<file path="config.mk">
export PLATFORM = sky130hd
export DESIGN_NAME = acc_store_rounder
export DESIGN_NICKNAME = d
export VERILOG_FILES = /design/src/rtl/acc_store_pkg.sv /design/src/rtl/acc_store_round.sv /design/src/rtl/acc_store_clamp.sv /design/src/rtl/acc_store_wb.sv /design/src/rtl/acc_store_rounder.sv
export SDC_FILE = /design/constraint.sdc
export NUM_CORES = 1
export LEC_CHECK = 0
export ABC_AREA = 1
export BUFFER_PORTS_ARGS = -buffer_cell sky130_fd_sc_hd__buf_4
export CAP_MARGIN = 10
export CORE_MARGIN = 2
export CORE_UTILIZATION = 30
export DETAILED_ROUTE_END_ITERATION = 12
export GPL_ROUTABILITY_DRIVEN = 1
export GPL_TIMING_DRIVEN = 0
export PLACE_DENSITY = 0.54
export SLEW_MARGIN = 25
export SYNTH_ARGS = -nofsm -noshare
export SYNTH_HDL_FRONTEND = slang
export SYNTH_SLANG_ARGS = --single-unit
</file>
<file path="constraint.sdc">
create_clock -name clk -period 3.4 [get_ports clk]
set_input_delay 0.68 -clock clk [delete_from_list [all_inputs] [get_ports clk]]
set_output_delay 0.68 -clock clk [all_outputs]
set_load 0.01 [all_outputs]
</file>
<file path="src/rtl/acc_store_pkg.sv">
package acc_store_pkg;

    parameter int ACC_W    = 40;   // accumulator width including guard bits
    parameter int WORD_W   = 16;   // stored fraction width
    parameter int LO_W     = 16;   // bits below the stored word
    parameter int ADDR_W   = 16;   // pointer / address width
    parameter int PTR_STEP = 2;    // post-increment for a word write

    typedef enum logic {
        RND_BIASED     = 1'b0,
        RND_CONVERGENT = 1'b1
    } rnd_mode_e;

    typedef enum logic {
        DST_REG = 1'b0,
        DST_MEM = 1'b1
    } dest_e;

    // Rounding controls as one bundle
    typedef struct packed {
        logic      enable;
        rnd_mode_e mode;
        logic      sat;
    } rnd_ctrl_t;

    // Store request handed to the write-back stage
    typedef struct packed {
        logic [WORD_W-1:0] word;
        dest_e             dest;
        logic [ADDR_W-1:0] ptr;
    } wb_req_t;

endpackage

</file>
<file path="src/rtl/acc_store_round.sv">
// Combinational rounding of the accumulator into a widened signed value
module acc_store_round
    import acc_store_pkg::*;
#(
    parameter int P_ACC_W = ACC_W,
    parameter int P_LO_W  = LO_W
) (
    input  logic [P_ACC_W-1:0]            acc,
    input  rnd_ctrl_t                     ctrl,
    output logic signed [P_ACC_W-P_LO_W:0] rounded
);
    localparam int HI_W = P_ACC_W - P_LO_W;
    localparam int RW   = HI_W + 1;

    logic [HI_W-1:0]     hi;
    logic                half_bit;
    logic                sticky;
    logic                keep_lsb;
    logic                bump;
    logic signed [RW-1:0] hi_ext;

    assign hi       = acc[P_ACC_W-1:P_LO_W];
    assign half_bit = acc[P_LO_W-1];
    assign keep_lsb = acc[P_LO_W];

    generate
        if (P_LO_W >= 2) begin : g_sticky
            assign sticky = |acc[P_LO_W-2:0];
        end else begin : g_nosticky
            assign sticky = 1'b0;
        end
    endgenerate

    // Tie (half set, rest clear) goes up only for biased mode or odd lsb
    always_comb begin
        bump = 1'b0;
        if (ctrl.enable && half_bit) begin
            if (ctrl.mode == RND_BIASED)
                bump = 1'b1;
            else
                bump = sticky | keep_lsb;
        end
    end

    assign hi_ext  = {hi[HI_W-1], hi};
    assign rounded = hi_ext + $signed({{(RW-1){1'b0}}, bump});
endmodule

</file>
<file path="src/rtl/acc_store_clamp.sv">
// Limits the widened rounded value to the stored word range
module acc_store_clamp
    import acc_store_pkg::*;
#(
    parameter int IN_W     = ACC_W - LO_W + 1,
    parameter int P_WORD_W = WORD_W
) (
    input  logic signed [IN_W-1:0] value,
    input  logic                   sat_en,
    output logic [P_WORD_W-1:0]    word
);
    localparam logic signed [IN_W-1:0] MAX_V =
        {{(IN_W-P_WORD_W+1){1'b0}}, {(P_WORD_W-1){1'b1}}};
    localparam logic signed [IN_W-1:0] MIN_V =
        {{(IN_W-P_WORD_W+1){1'b1}}, {(P_WORD_W-1){1'b0}}};
    localparam logic [P_WORD_W-1:0] POS_LIM = {1'b0, {(P_WORD_W-1){1'b1}}};
    localparam logic [P_WORD_W-1:0] NEG_LIM = {1'b1, {(P_WORD_W-1){1'b0}}};

    logic above;
    logic below;

    assign above = value > MAX_V;
    assign below = value < MIN_V;

    always_comb begin
        word = value[P_WORD_W-1:0];
        if (sat_en && above)
            word = POS_LIM;
        else if (sat_en && below)
            word = NEG_LIM;
    end
endmodule

</file>
<file path="src/rtl/acc_store_wb.sv">
// Registered write-back: data, destination strobes and pointer update
module acc_store_wb
    import acc_store_pkg::*;
#(
    parameter int P_WORD_W   = WORD_W,
    parameter int P_ADDR_W   = ADDR_W,
    parameter int P_PTR_STEP = PTR_STEP
) (
    input  logic                clk,
    input  logic                rst,
    input  logic                store,
    input  wb_req_t             req,
    output logic [P_WORD_W-1:0] wdata,
    output logic                reg_we,
    output logic                mem_we,
    output logic [P_ADDR_W-1:0] mem_addr,
    output logic [P_ADDR_W-1:0] ptr_next
);
    localparam logic [P_ADDR_W-1:0] STEP_V = P_ADDR_W'(P_PTR_STEP);

    always_ff @(posedge clk) begin
        if (rst) begin
            wdata    <= '0;
            reg_we   <= 1'b0;
            mem_we   <= 1'b0;
            mem_addr <= '0;
            ptr_next <= '0;
        end else begin
            reg_we <= 1'b0;
            mem_we <= 1'b0;
            if (store) begin
                wdata <= req.word;
                if (req.dest == DST_MEM) begin
                    mem_we   <= 1'b1;
                    mem_addr <= req.ptr;
                    ptr_next <= req.ptr + STEP_V;
                end else begin
                    reg_we   <= 1'b1;
                    ptr_next <= req.ptr;
                end
            end
        end
    end
endmodule

</file>
<file path="src/rtl/acc_store_rounder.sv">
module acc_store_rounder
    import acc_store_pkg::*;
#(
    parameter int P_ACC_W    = ACC_W,
    parameter int P_WORD_W   = WORD_W,
    parameter int P_LO_W     = LO_W,
    parameter int P_ADDR_W   = ADDR_W,
    parameter int P_PTR_STEP = PTR_STEP
) (
    input  logic                clk,
    input  logic                rst,
    input  logic [P_ACC_W-1:0]  acc_i,
    input  logic                rnd_en_i,
    input  logic                rnd_conv_i,
    input  logic                sat_en_i,
    input  logic                dst_mem_i,
    input  logic                store_i,
    input  logic [P_ADDR_W-1:0] ptr_i,
    output logic [P_WORD_W-1:0] wdata_o,
    output logic                reg_we_o,
    output logic                mem_we_o,
    output logic [P_ADDR_W-1:0] mem_addr_o,
    output logic [P_ADDR_W-1:0] ptr_next_o
);
    localparam int RW = P_ACC_W - P_LO_W + 1;

    rnd_ctrl_t            ctrl;
    logic signed [RW-1:0] rounded;
    logic [P_WORD_W-1:0]  word;
    wb_req_t              req;

    assign ctrl.enable = rnd_en_i;
    assign ctrl.mode   = rnd_conv_i ? RND_CONVERGENT : RND_BIASED;
    assign ctrl.sat    = sat_en_i;

    acc_store_round #(
        .P_ACC_W (P_ACC_W),
        .P_LO_W  (P_LO_W)
    ) u_round (
        .acc     (acc_i),
        .ctrl    (ctrl),
        .rounded (rounded)
    );

    acc_store_clamp #(
        .IN_W     (RW),
        .P_WORD_W (P_WORD_W)
    ) u_clamp (
        .value  (rounded),
        .sat_en (ctrl.sat),
        .word   (word)
    );

    assign req.word = word;
    assign req.dest = dst_mem_i ? DST_MEM : DST_REG;
    assign req.ptr  = ptr_i;

    acc_store_wb #(
        .P_WORD_W   (P_WORD_W),
        .P_ADDR_W   (P_ADDR_W),
        .P_PTR_STEP (P_PTR_STEP)
    ) u_wb (
        .clk      (clk),
        .rst      (rst),
        .store    (store_i),
        .req      (req),
        .wdata    (wdata_o),
        .reg_we   (reg_we_o),
        .mem_we   (mem_we_o),
        .mem_addr (mem_addr_o),
        .ptr_next (ptr_next_o)
    );
endmodule

</file>
==> out/results.tsv, run 1 <==
metric	value	unit
grt ovf	0	
Register Area	1000	µm²
Hold Path Cell Cnt	2	
register area share after synthesis	36.6	%
Most common cell on crit path	nand2_1	
Antenna Nets Post-Route	0	
GP Congestion	0.853	
global-route wire length before repair	12.9	mm
asr flop ratio synth	0	%
area share of the leading cell type in the synthesized netlist	36.6	%
wire per inst	13.2	µm
maximum number of pins on one net before global-route repair	17	
# rows	34	
Syn-to-layout area delta	42.4	%
worst slack, placed	-0.166	ns
Num CTS Buffers	5	
Final Util	44.4	%
clock buffer depth	2	
Peak VDD IR	0.145	mV
Die ar.	9900	µm²
Crit. End Element	flop	
H-tree level count	2	
status	completed	
initial antenna violation count	0	
top cells by count, synth	nand2_1, dfxtp_1, nor2_1	
HP Class	flop to flop	
Clock Skew	0	ns
most common cell in the netlist	nand2_1	
Setup WS post-layout	0.249	ns
startpoint types	primary input	
Mapped Area	2740	µm²
initial core utilization	31.2	%
number of global-route vias before repair	2724	
critical path startpoint	acc_i[9]	
ANT cells	0	
Crit Reg-Reg Startpoint	u_wb.wdata[11]	
fin. max-slew vios	0	
FILL cells	950	
YS warnings	0	
I/O Buffers	111	
Pwr Density	358	nW/µm²
cell taking the most area after synthesis	dfxtp_1	
Worst Max-Slew Pin Slew	0.510	ns
Static Leakage	0.00182	µW
fin nets	578	
number of I/O pins	113	
Via-to-Cell Ratio	4.67	
DR vias	2900	
post-route DRC violation count	0	
final hold violation count	0	
Top FF cell, synth	dfxtp_1	
endpoints failing setup	0	
Crit Path Max Fanout	5	
CTS tree	yes	
Crit-path slowest cell	a21oi_4	
Initial DRC Count	97	
EDFF count, synth	0	
crit-path max cell delay	0.29	ns
CTS root buf	clkbuf_8	
area of the multi-input gates	1580	µm²
Max-cap violations	0	
clk_lat worst skew	0.31	ns
share of post-route cells with drive strength above 1	29.8	%
Total GRT Usage	16.1	%
crit share post-route	92.7	%
Die X	99.5	µm
Arr. time, crit path	3.35	ns
Core ar.	8760	µm²
Sink Count	50	
Net Count, Synth	457	
worst r2r path cells	2	
critical path required time	3.60	ns
synthesis-stage register bit count	50	
clock-pin transition on the worst setup and hold timing paths	0.10	ns
synth unique cells	27	
min Tclk post-route	3.15	ns
Die Y	99.5	µm
First-pass DRT Iterations	4	
Area contributors post-synth	dfxtp_1, nand2_1, o21ai_0	
Slew HR	65.7	%
Post-Syn Instances	391	
Routed WL	8.19	mm
HPWL after detailed placement	6.61	mm
worst-path cell chain	buf_4 -> nor4_2 -> nand4_1 -> nor2_1 -> nand2_1 -> nand3_1 -> inv_1 -> ha_1 -> ha_2 -> nand2_2 -> nor2_4 -> nand2_4 -> nor2_1 -> nand2_1 -> nand2_1 -> nor2_1 -> nand2_1 -> nor2_1 -> nand2_1 -> a21oi_4 -> clkbuf_16 -> a21oi_2	
hold_sp	u_wb.wdata[15]	
f_max	317	MHz
Syn Area/Cell	7.00	µm²
Setup CP Type	primary input to flop	
## through the flow
step                TNS [ns]  power [µW]  instance area [µm²]  instances  hold WS [ns]
finish                     0        1400                 3890        621         0.468
global route         -0.0631        1470                 3890        621         0.494
CTS                        0        1400                 3820        618         0.472
detailed placement     -1.63         971                 3700        610         0.457
global placement       -1.60         968                 3700        610         0.454
floorplan                  0         801                 2740        391         0.484
## logic make-up (layout without fill, tap and decap cells)
kind of cell	after synthesis	count (layout)	share of synthesized area, %
buffers and inverters	45	167	6.72
AO/OA/AOI/OAI	91	91	19.0
XOR/XNOR	23	23	7.36
flip-flops	50	50	36.6
adder cells (fa/ha/maj)	3	3	1.37
AND/OR/NAND/NOR	179	179	29.0
## routing by layer
layer	vias up	routed length (µm)	track usage (%)	part of all wire, %
li1	1525	-	-	-
met1	1290	3790	21.1	46
met2	75	3870	27.9	47
met3	10	419	2.46	5.1
met4	0	111	3.90	1.4
met5	-	0	0	0
## what timing repair did
action | 4_1_cts | 5_1_grt
resized for setup | 0 | 8
setup endpoints to repair | 0 | 11
hold buffers | 0 | 0
buffers inserted | 0 | 2
## placed cells by master (no fill, tap or decap)
| cell type | n |
|---|---|
| buf_4 | 112 |
| nand2_1 | 79 |
| dfxtp_1 | 50 |
| nor2_1 | 48 |
| o21ai_0 | 47 |
| inv_1 | 32 |
| a21oi_1 | 29 |
| nand3_1 | 21 |
| xor2_1 | 16 |
| clkbuf_1 | 11 |
| a21oi_2 | 10 |
| xnor2_1 | 7 |
| nor3_1 | 5 |
| clkbuf_8 | 5 |
| nor2_4 | 4 |
| nand3b_1 | 4 |
| nor4_2 | 3 |
| nand4_1 | 3 |
| nand2_2 | 3 |
| or2_2 | 3 |
| nor2_2 | 2 |
| buf_6 | 2 |
| nor4_1 | 2 |
| ha_1 | 2 |
| clkinvlp_4 | 2 |
| nand2_4 | 1 |
| and2_1 | 1 |
| o21bai_1 | 1 |
| o21ai_1 | 1 |
| a21oi_4 | 1 |
| buf_8 | 1 |
| o21ai_4 | 1 |
| o22ai_1 | 1 |
| ha_2 | 1 |
| bufinv_16 | 1 |
| clkbuf_16 | 1 |
## power breakdown
part	switching (µW)	total [µW]	leakage [µW]	internal [µW]
logic	163	317	0.00136	154
registers	21.8	649	0.000415	627
clock network	210	430	0.0000504	219
## critical path: cells and delay by family
family	cells	cell delay (ns)
simple gates	15	1.57
fa+ha+maj	2	0.38
buf+inv	3	0.37
compound gates	2	0.34
## flip-flops by register name (all words and copies together) (netlist names)
signal and flops:
u_wb.mem_addr 16, u_wb.ptr_next 16, u_wb.mem_we 1, u_wb.reg_we 1
u_wb.wdata 16
## path summary, 6_finish.rpt
kind	endpoint	slack (ns)
worst max-delay path	u_wb.wdata[5]	0.25
worst min-delay path	u_wb.wdata[15]	0.47
worst max register to register	u_wb.wdata[11]	2.71
worst min register to register	u_wb.wdata[15]	0.47
## final cells by class
| class | count | area share (%) |
|---|---|---|
| timing repair buffer | 114 | 22.5 |
| tap | 108 | 3.47 |
| multi-input combinational | 296 | 40.6 |
| inverter | 32 | 3.08 |
| clock inverter | 3 | 1.16 |
| clock buffer | 5 | 1.77 |
| buffer | 13 | 1.74 |
| sequential | 50 | 25.7 |
Power figures use the tool's default switching activity.
==> run 2, diff against run 1 <==
- RECOVER_POWER: not set -> 25
==> run 2 against run 1 <==
Effect of this change:
- flip-flop and latch count is the same
- critical endpoint unchanged
- core utilization shrank 0.73 points
- critical path depth is the same
- clock power about the same
- largest cell class unchanged
- count of clock-buffer cells in the layout unchanged
- first-iteration DRC count down 15%
- hold slack worse by 0.0024 ns
- sequential power about the same
- global-route usage did not move
==> out/results.tsv, run 2 (synthesis results as in run 1) <==
metric	value	unit	change
number of global-route vias before repair	2724		unchanged
critical path required time	3.60	ns	about the same
Hold Path Cell Cnt	2		unchanged
Routed WL	8.18	mm	was 8.19 mm
worst slack, placed	-0.166	ns	unchanged
Die X	99.5	µm	unchanged
Pwr Density	362	nW/µm²	was 358 nW/µm²
Crit. End Element	flop		unchanged
Via-to-Cell Ratio	4.67		about the same
fin nets	578		unchanged
Arr. time, crit path	3.35	ns	about the same
maximum number of pins on one net before global-route repair	17		unchanged
Antenna Nets Post-Route	0		unchanged
GP Congestion	0.853		unchanged
cts hold-fix bufs	0		unchanged
HPWL after detailed placement	6.61	mm	unchanged
Largest regs	u_wb.mem_addr x16, u_wb.ptr_next x16, u_wb.wdata x16		unchanged
Num CTS Buffers	5		unchanged
H-tree level count	2		unchanged
Core ar.	8760	µm²	unchanged
FILL cells	961		was 950
Die ar.	9900	µm²	unchanged
post-route DRC violation count	0		unchanged
CTS tree	yes		unchanged
Max-cap violations	0		unchanged
Static Leakage	0.00175	µW	was 0.00182 µW
initial core utilization	31.2	%	unchanged
Peak VDD IR	0.150	mV	was 0.145 mV
Initial DRC Count	82		was 97
f_max	317	MHz	about the same
final non-filler cell area	3830	µm²	was 3890 µm²
global-route wire length before repair	12.9	mm	unchanged
grt ovf	0		unchanged
Cell Area, Placed	3700	µm²	unchanged
min Tclk post-route	3.15	ns	about the same
Critical R2R Capture	u_wb.mem_addr[6]		was u_wb.wdata[11]
Crit Reg-Reg Startpoint	u_wb.mem_addr[6]		was u_wb.wdata[11]
worst r2r path cells	2		unchanged
Crit Path Max Fanout	5		unchanged
area of the multi-input gates	1580	µm²	unchanged
most frequent cells in the layout	buf_4, nand2_1, dfxtp_1, nor2_1, o21ai_0		unchanged
Final Util	43.7	%	was 44.4%
Slew HR	65.2	%	was 65.7%
startpoint types	primary input		unchanged
I/O Buffers	111		unchanged
Sink Count	50		unchanged
Hold Worst Slack	0.465	ns	was 0.468 ns
clk_lat worst skew	0.31	ns	about the same
R2R Setup Slk	2.71	ns	about the same
initial antenna violation count	0		unchanged
wire per inst	13.2	µm	about the same
commonest non-fill, non-tap cell in the layout	buf_4		unchanged
Syn-to-layout area delta	40.0	%	was 42.4%
Die Y	99.5	µm	unchanged
Setup CP Type	primary input to flop		unchanged
status	completed		unchanged
Register Area	1000	µm²	unchanged
Worst Max-Slew Pin Slew	0.517	ns	was 0.510 ns
total power	1390	µW	was 1400 µW
HP Class	flop to flop		unchanged
Total GRT Usage	16.1	%	unchanged
First-pass DRT Iterations	4		unchanged
ANT cells	0		unchanged
number of I/O pins	113		unchanged
CTS root buf	clkbuf_8		unchanged
DR vias	2898		was 2900
share of post-route cells with drive strength above 1	26.5	%	was 29.8%
# rows	34		unchanged
Clock Skew	0	ns	unchanged
final hold violation count	0		unchanged
fin. max-slew vios	0		unchanged
crit share post-route	92.6	%	was 92.7%
WHS Endpoint	u_wb.wdata[15]		unchanged
Setup WS post-layout	0.250	ns	was 0.249 ns
hold_sp	u_wb.wdata[15]		unchanged
clock buffer depth	2		unchanged
clock-pin transition on the worst setup and hold timing paths	0.10	ns	about the same
endpoints failing setup	0		unchanged
==> run 2: per-layer routing <==
layer | global-route usage [%] | wire length (µm) | vias up
li1 | - | - | 1527
met1 | 21.1 | 3770 | 1286
met2 | 27.9 | 3860 | 75
met3 | 2.46 | 430 | 10
met4 | 3.90 | 111 | 0
met5 | 0 | 0 | -
==> run 2: layout make-up <==
cell class                      instances  share of cell area, %
Clock inverter                          3                   1.18
Buffer                                 13                   1.76
Sequential cell                        50                   26.1
Multi-Input combinational cell        296                   41.2
Timing Repair Buffer                  114                   21.2
Tap cell                              108                   3.53
Inverter                               32                   3.14
Clock buffer                            5                   1.80
==> run 2: worst max-delay path, cell delays in order <==
cell and delay (ns):
buf_4 0.11, nor4_2 0.26, nand4_1 0.21, nor2_1 0.15
nand2_1 0.06, nand3_1 0.06, inv_1 0.04, ha_1 0.20
ha_2 0.18, nand2_2 0.09, nor2_4 0.06, nand2_4 0.10
nor2_1 0.06, nand2_1 0.05, nand2_1 0.08, nor2_1 0.12
nand2_1 0.06, nor2_1 0.10, nand2_1 0.10, a21oi_4 0.29
clkbuf_16 0.22, a21oi_2 0.05
==> run 2: how the worst max path moves through the flow <==
stage,start,end,slack [ns],depth (start not counted)
floorplan,acc_i[1],u_wb.wdata[1],0.49,21
global placement,acc_i[9],u_wb.wdata[9],-0.16,22
detailed placement,acc_i[1],u_wb.wdata[9],-0.17,22
CTS,acc_i[1],u_wb.wdata[9],0.14,22
global route,acc_i[9],u_wb.wdata[5],-0.01,22
finish,acc_i[9],u_wb.wdata[5],0.25,22
==> run 2: per-stage QoR <==
| stage | std cells | TNS (ns) |
|---|---|---|
| floorplan | 391 | 0 |
| global placement | 610 | -1.60 |
| global route | 621 | -0.0631 |
| CTS | 618 | 0 |
| detailed placement | 610 | -1.63 |
| finish | 621 | 0 |
==> run 2: report_power, final <==
group          internal [µW]  switching, µW
Combinational            143            163
Clock                    219            213
Sequential               627           21.3
==> run 2: what timing repair did <==
item	4_1_cts	5_1_grt
resized for setup	0	8
endpoints found under the hold margin	0	0
buffers inserted	0	2
endpoints found under the setup margin	0	11
==> run 3, diff against run 2 <==
- clock period: 3.4 -> 3.7 ns (I/O delays scaled with it)
==> run 3 against run 2 <==
Effect of this change:
- cell area shrank 2.0%
- clock power shrank 8.6%
- cell count shrank 0.48%
- combinational power shrank 11%
- global-route usage is the same
- highest routed layer unchanged
==> out/results.tsv, run 3 (synthesis results as in run 1) <==
metric	value	unit	change
status	completed		unchanged
number of post-CTS setup repair buffers	0		unchanged
area of the multi-input gates	1550	µm²	was 1580 µm²
Largest regs	u_wb.mem_addr x16, u_wb.ptr_next x16, u_wb.wdata x16		unchanged
RSZ-0062 raised after global routing	false		
Register Area	1000	µm²	unchanged
number of I/O pins	113		unchanged
GP Congestion	0.853		unchanged
ANT cells	0		unchanged
Antenna Nets Post-Route	0		unchanged
hold_sp	u_wb.wdata[15]		unchanged
Arr. time, crit path	3.48	ns	was 3.35 ns
fin nets	575		was 578
Critical R2R Capture	u_wb.mem_addr[6]		unchanged
Num CTS Buffers	5		unchanged
Routed WL	8.05	mm	was 8.18 mm
setup TNS	0	ns	unchanged
fin. max-slew vios	0		unchanged
post-route DRC violation count	0		unchanged
HPWL after detailed placement	6.61	mm	unchanged
Sink Count	50		unchanged
global-route wire length before repair	12.9	mm	unchanged
Crit Reg-Reg Startpoint	u_wb.mem_addr[6]		unchanged
Die Y	99.5	µm	unchanged
WHS Endpoint	u_wb.wdata[15]		unchanged
CTS root buf	clkbuf_8		unchanged
f_max	304	MHz	
clk_lat worst skew	0.31	ns	about the same
worst r2r path cells	2		unchanged
# placed instances	610		unchanged
most frequent cells in the layout	buf_4, nand2_1, dfxtp_1, nor2_1, o21ai_0		unchanged
Pwr Density	336	nW/µm²	was 362 nW/µm²
Via-to-Cell Ratio	4.67		about the same
endpoints failing setup	0		unchanged
CTS resizes	0		unchanged
FILL cells	963		was 961
First-pass DRT Iterations	4		unchanged
Peak VDD IR	0.136	mV	was 0.150 mV
# rows	34		unchanged
Core ar.	8760	µm²	unchanged
commonest non-fill, non-tap cell in the layout	buf_4		unchanged
initial core utilization	31.2	%	unchanged
clock-pin transition on the worst setup and hold timing paths	0.10	ns	about the same
Max-cap violations	0		unchanged
R2R Setup Slk	3.01	ns	was 2.71 ns
HP Class	flop to flop		unchanged
number of global-route vias before repair	2724		unchanged
maximum number of pins on one net before global-route repair	17		unchanged
cts hold-fix bufs	0		unchanged
share of post-route cells with drive strength above 1	25.1	%	was 26.5%
post-layout instance count excluding filler cells	618		was 621
H-tree level count	2		unchanged
final hold violation count	0		unchanged
Initial DRC Count	76		was 82
grt ovf	0		unchanged
Setup CP Type	primary input to flop		unchanged
Worst Max-Slew Pin Slew	0.503	ns	was 0.517 ns
Die ar.	9900	µm²	unchanged
Syn-to-layout area delta	37.2	%	was 40.0%
crit share post-route	88.8	%	
Clock Skew	0	ns	unchanged
Die X	99.5	µm	unchanged
Static Leakage	0.00171	µW	was 0.00175 µW
Total GRT Usage	16.1	%	unchanged
startpoint types	primary input		unchanged
min Tclk post-route	3.29	ns	
Slew HR	66.2	%	was 65.2%
CTS tree	yes		unchanged
initial antenna violation count	0		unchanged
critical path required time	3.89	ns	was 3.60 ns
wire per inst	13.0	µm	was 13.2 µm
I/O Buffers	111		unchanged
clock buffer depth	2		unchanged
Crit Path Max Fanout	10		was 5
Hold Path Cell Cnt	2		unchanged
Crit. End Element	flop		unchanged
DR vias	2886		was 2898
## run 3: cell count changes in the layout (fill, tap and decap cells not counted), sizes merged
| cell | previous run | this run |
|---|---|---|
| buf | 98 | 96 |
| clkbuf | 34 | 33 |
## run 3: worst max-delay path, stage by stage
cell     delay [ns]
buf_4          0.11
nor4_1         0.28
nand4_1        0.22
nor2_1         0.14
nand2_1        0.06
nand3_1        0.06
inv_1          0.04
ha_1           0.19
ha_1           0.19
nand2_1        0.14
nor2_4         0.06
nand2_2        0.14
nor2_1         0.07
nand2_1        0.05
nand2_1        0.08
nor2_1         0.10
nand2_1        0.06
nor2_1         0.10
nand2_1        0.10
a21oi_4        0.25
buf_6          0.22
a21oi_2        0.06
## run 3: power by group
part | switching (µW) | internal, µW
Combinational | 146 | 126
Sequential | 19.6 | 576
Clock | 193 | 201
Total | 359 | 903
## run 3: final cells by class
type	instances	share of cell area, %
clock buffer	5	1.83
inverter	32	3.20
clock inverter	3	1.20
sequential	50	26.7
timing repair buffer	111	20.5
tap	108	3.60
multi-input combinational	296	41.3
buffer	13	1.70
## run 3: stage by stage
stage / hold slack [ns] / power [µW] / instance area (µm²) / utilization (%) / setup WS (ns)
after CTS: 0.472 / 1290 / 3820 / 43.6 / 0.383
after global placement: 0.454 / 890 / 3700 / 42.3 / 0.0815
after floorplan: 0.484 / 736 / 2740 / - / 0.734
final: 0.465 / 1260 / 3750 / 42.8 / 0.413
after global routing: 0.493 / 1330 / 3750 / 42.8 / 0.0859
after detailed placement: 0.457 / 893 / 3700 / 42.3 / 0.0740
## run 3: how the worst max path moves through the flow
| stage | startpoint | to | slack [ns] | cells past startpoint |
|---|---|---|---|---|
| 6_report | acc_i[1] | u_wb.wdata[9] | 0.41 | 22 |
| 2_1_floorplan | acc_i[1] | u_wb.wdata[1] | 0.73 | 21 |
| 3_3_place_gp | acc_i[9] | u_wb.wdata[9] | 0.08 | 22 |
| 5_1_grt | acc_i[1] | u_wb.wdata[14] | 0.09 | 22 |
| 3_5_place_dp | acc_i[1] | u_wb.wdata[9] | 0.07 | 22 |
| 4_1_cts | acc_i[1] | u_wb.wdata[9] | 0.38 | 22 |
## run 3: per-layer routing
layer	track usage [%]	share of wire, %	up-vias
li1	-	-	1519
met1	21.1	46	1287
met2	27.9	47	72
met3	2.46	5.2	8
met4	3.90	1.3	0
met5	0	0	-
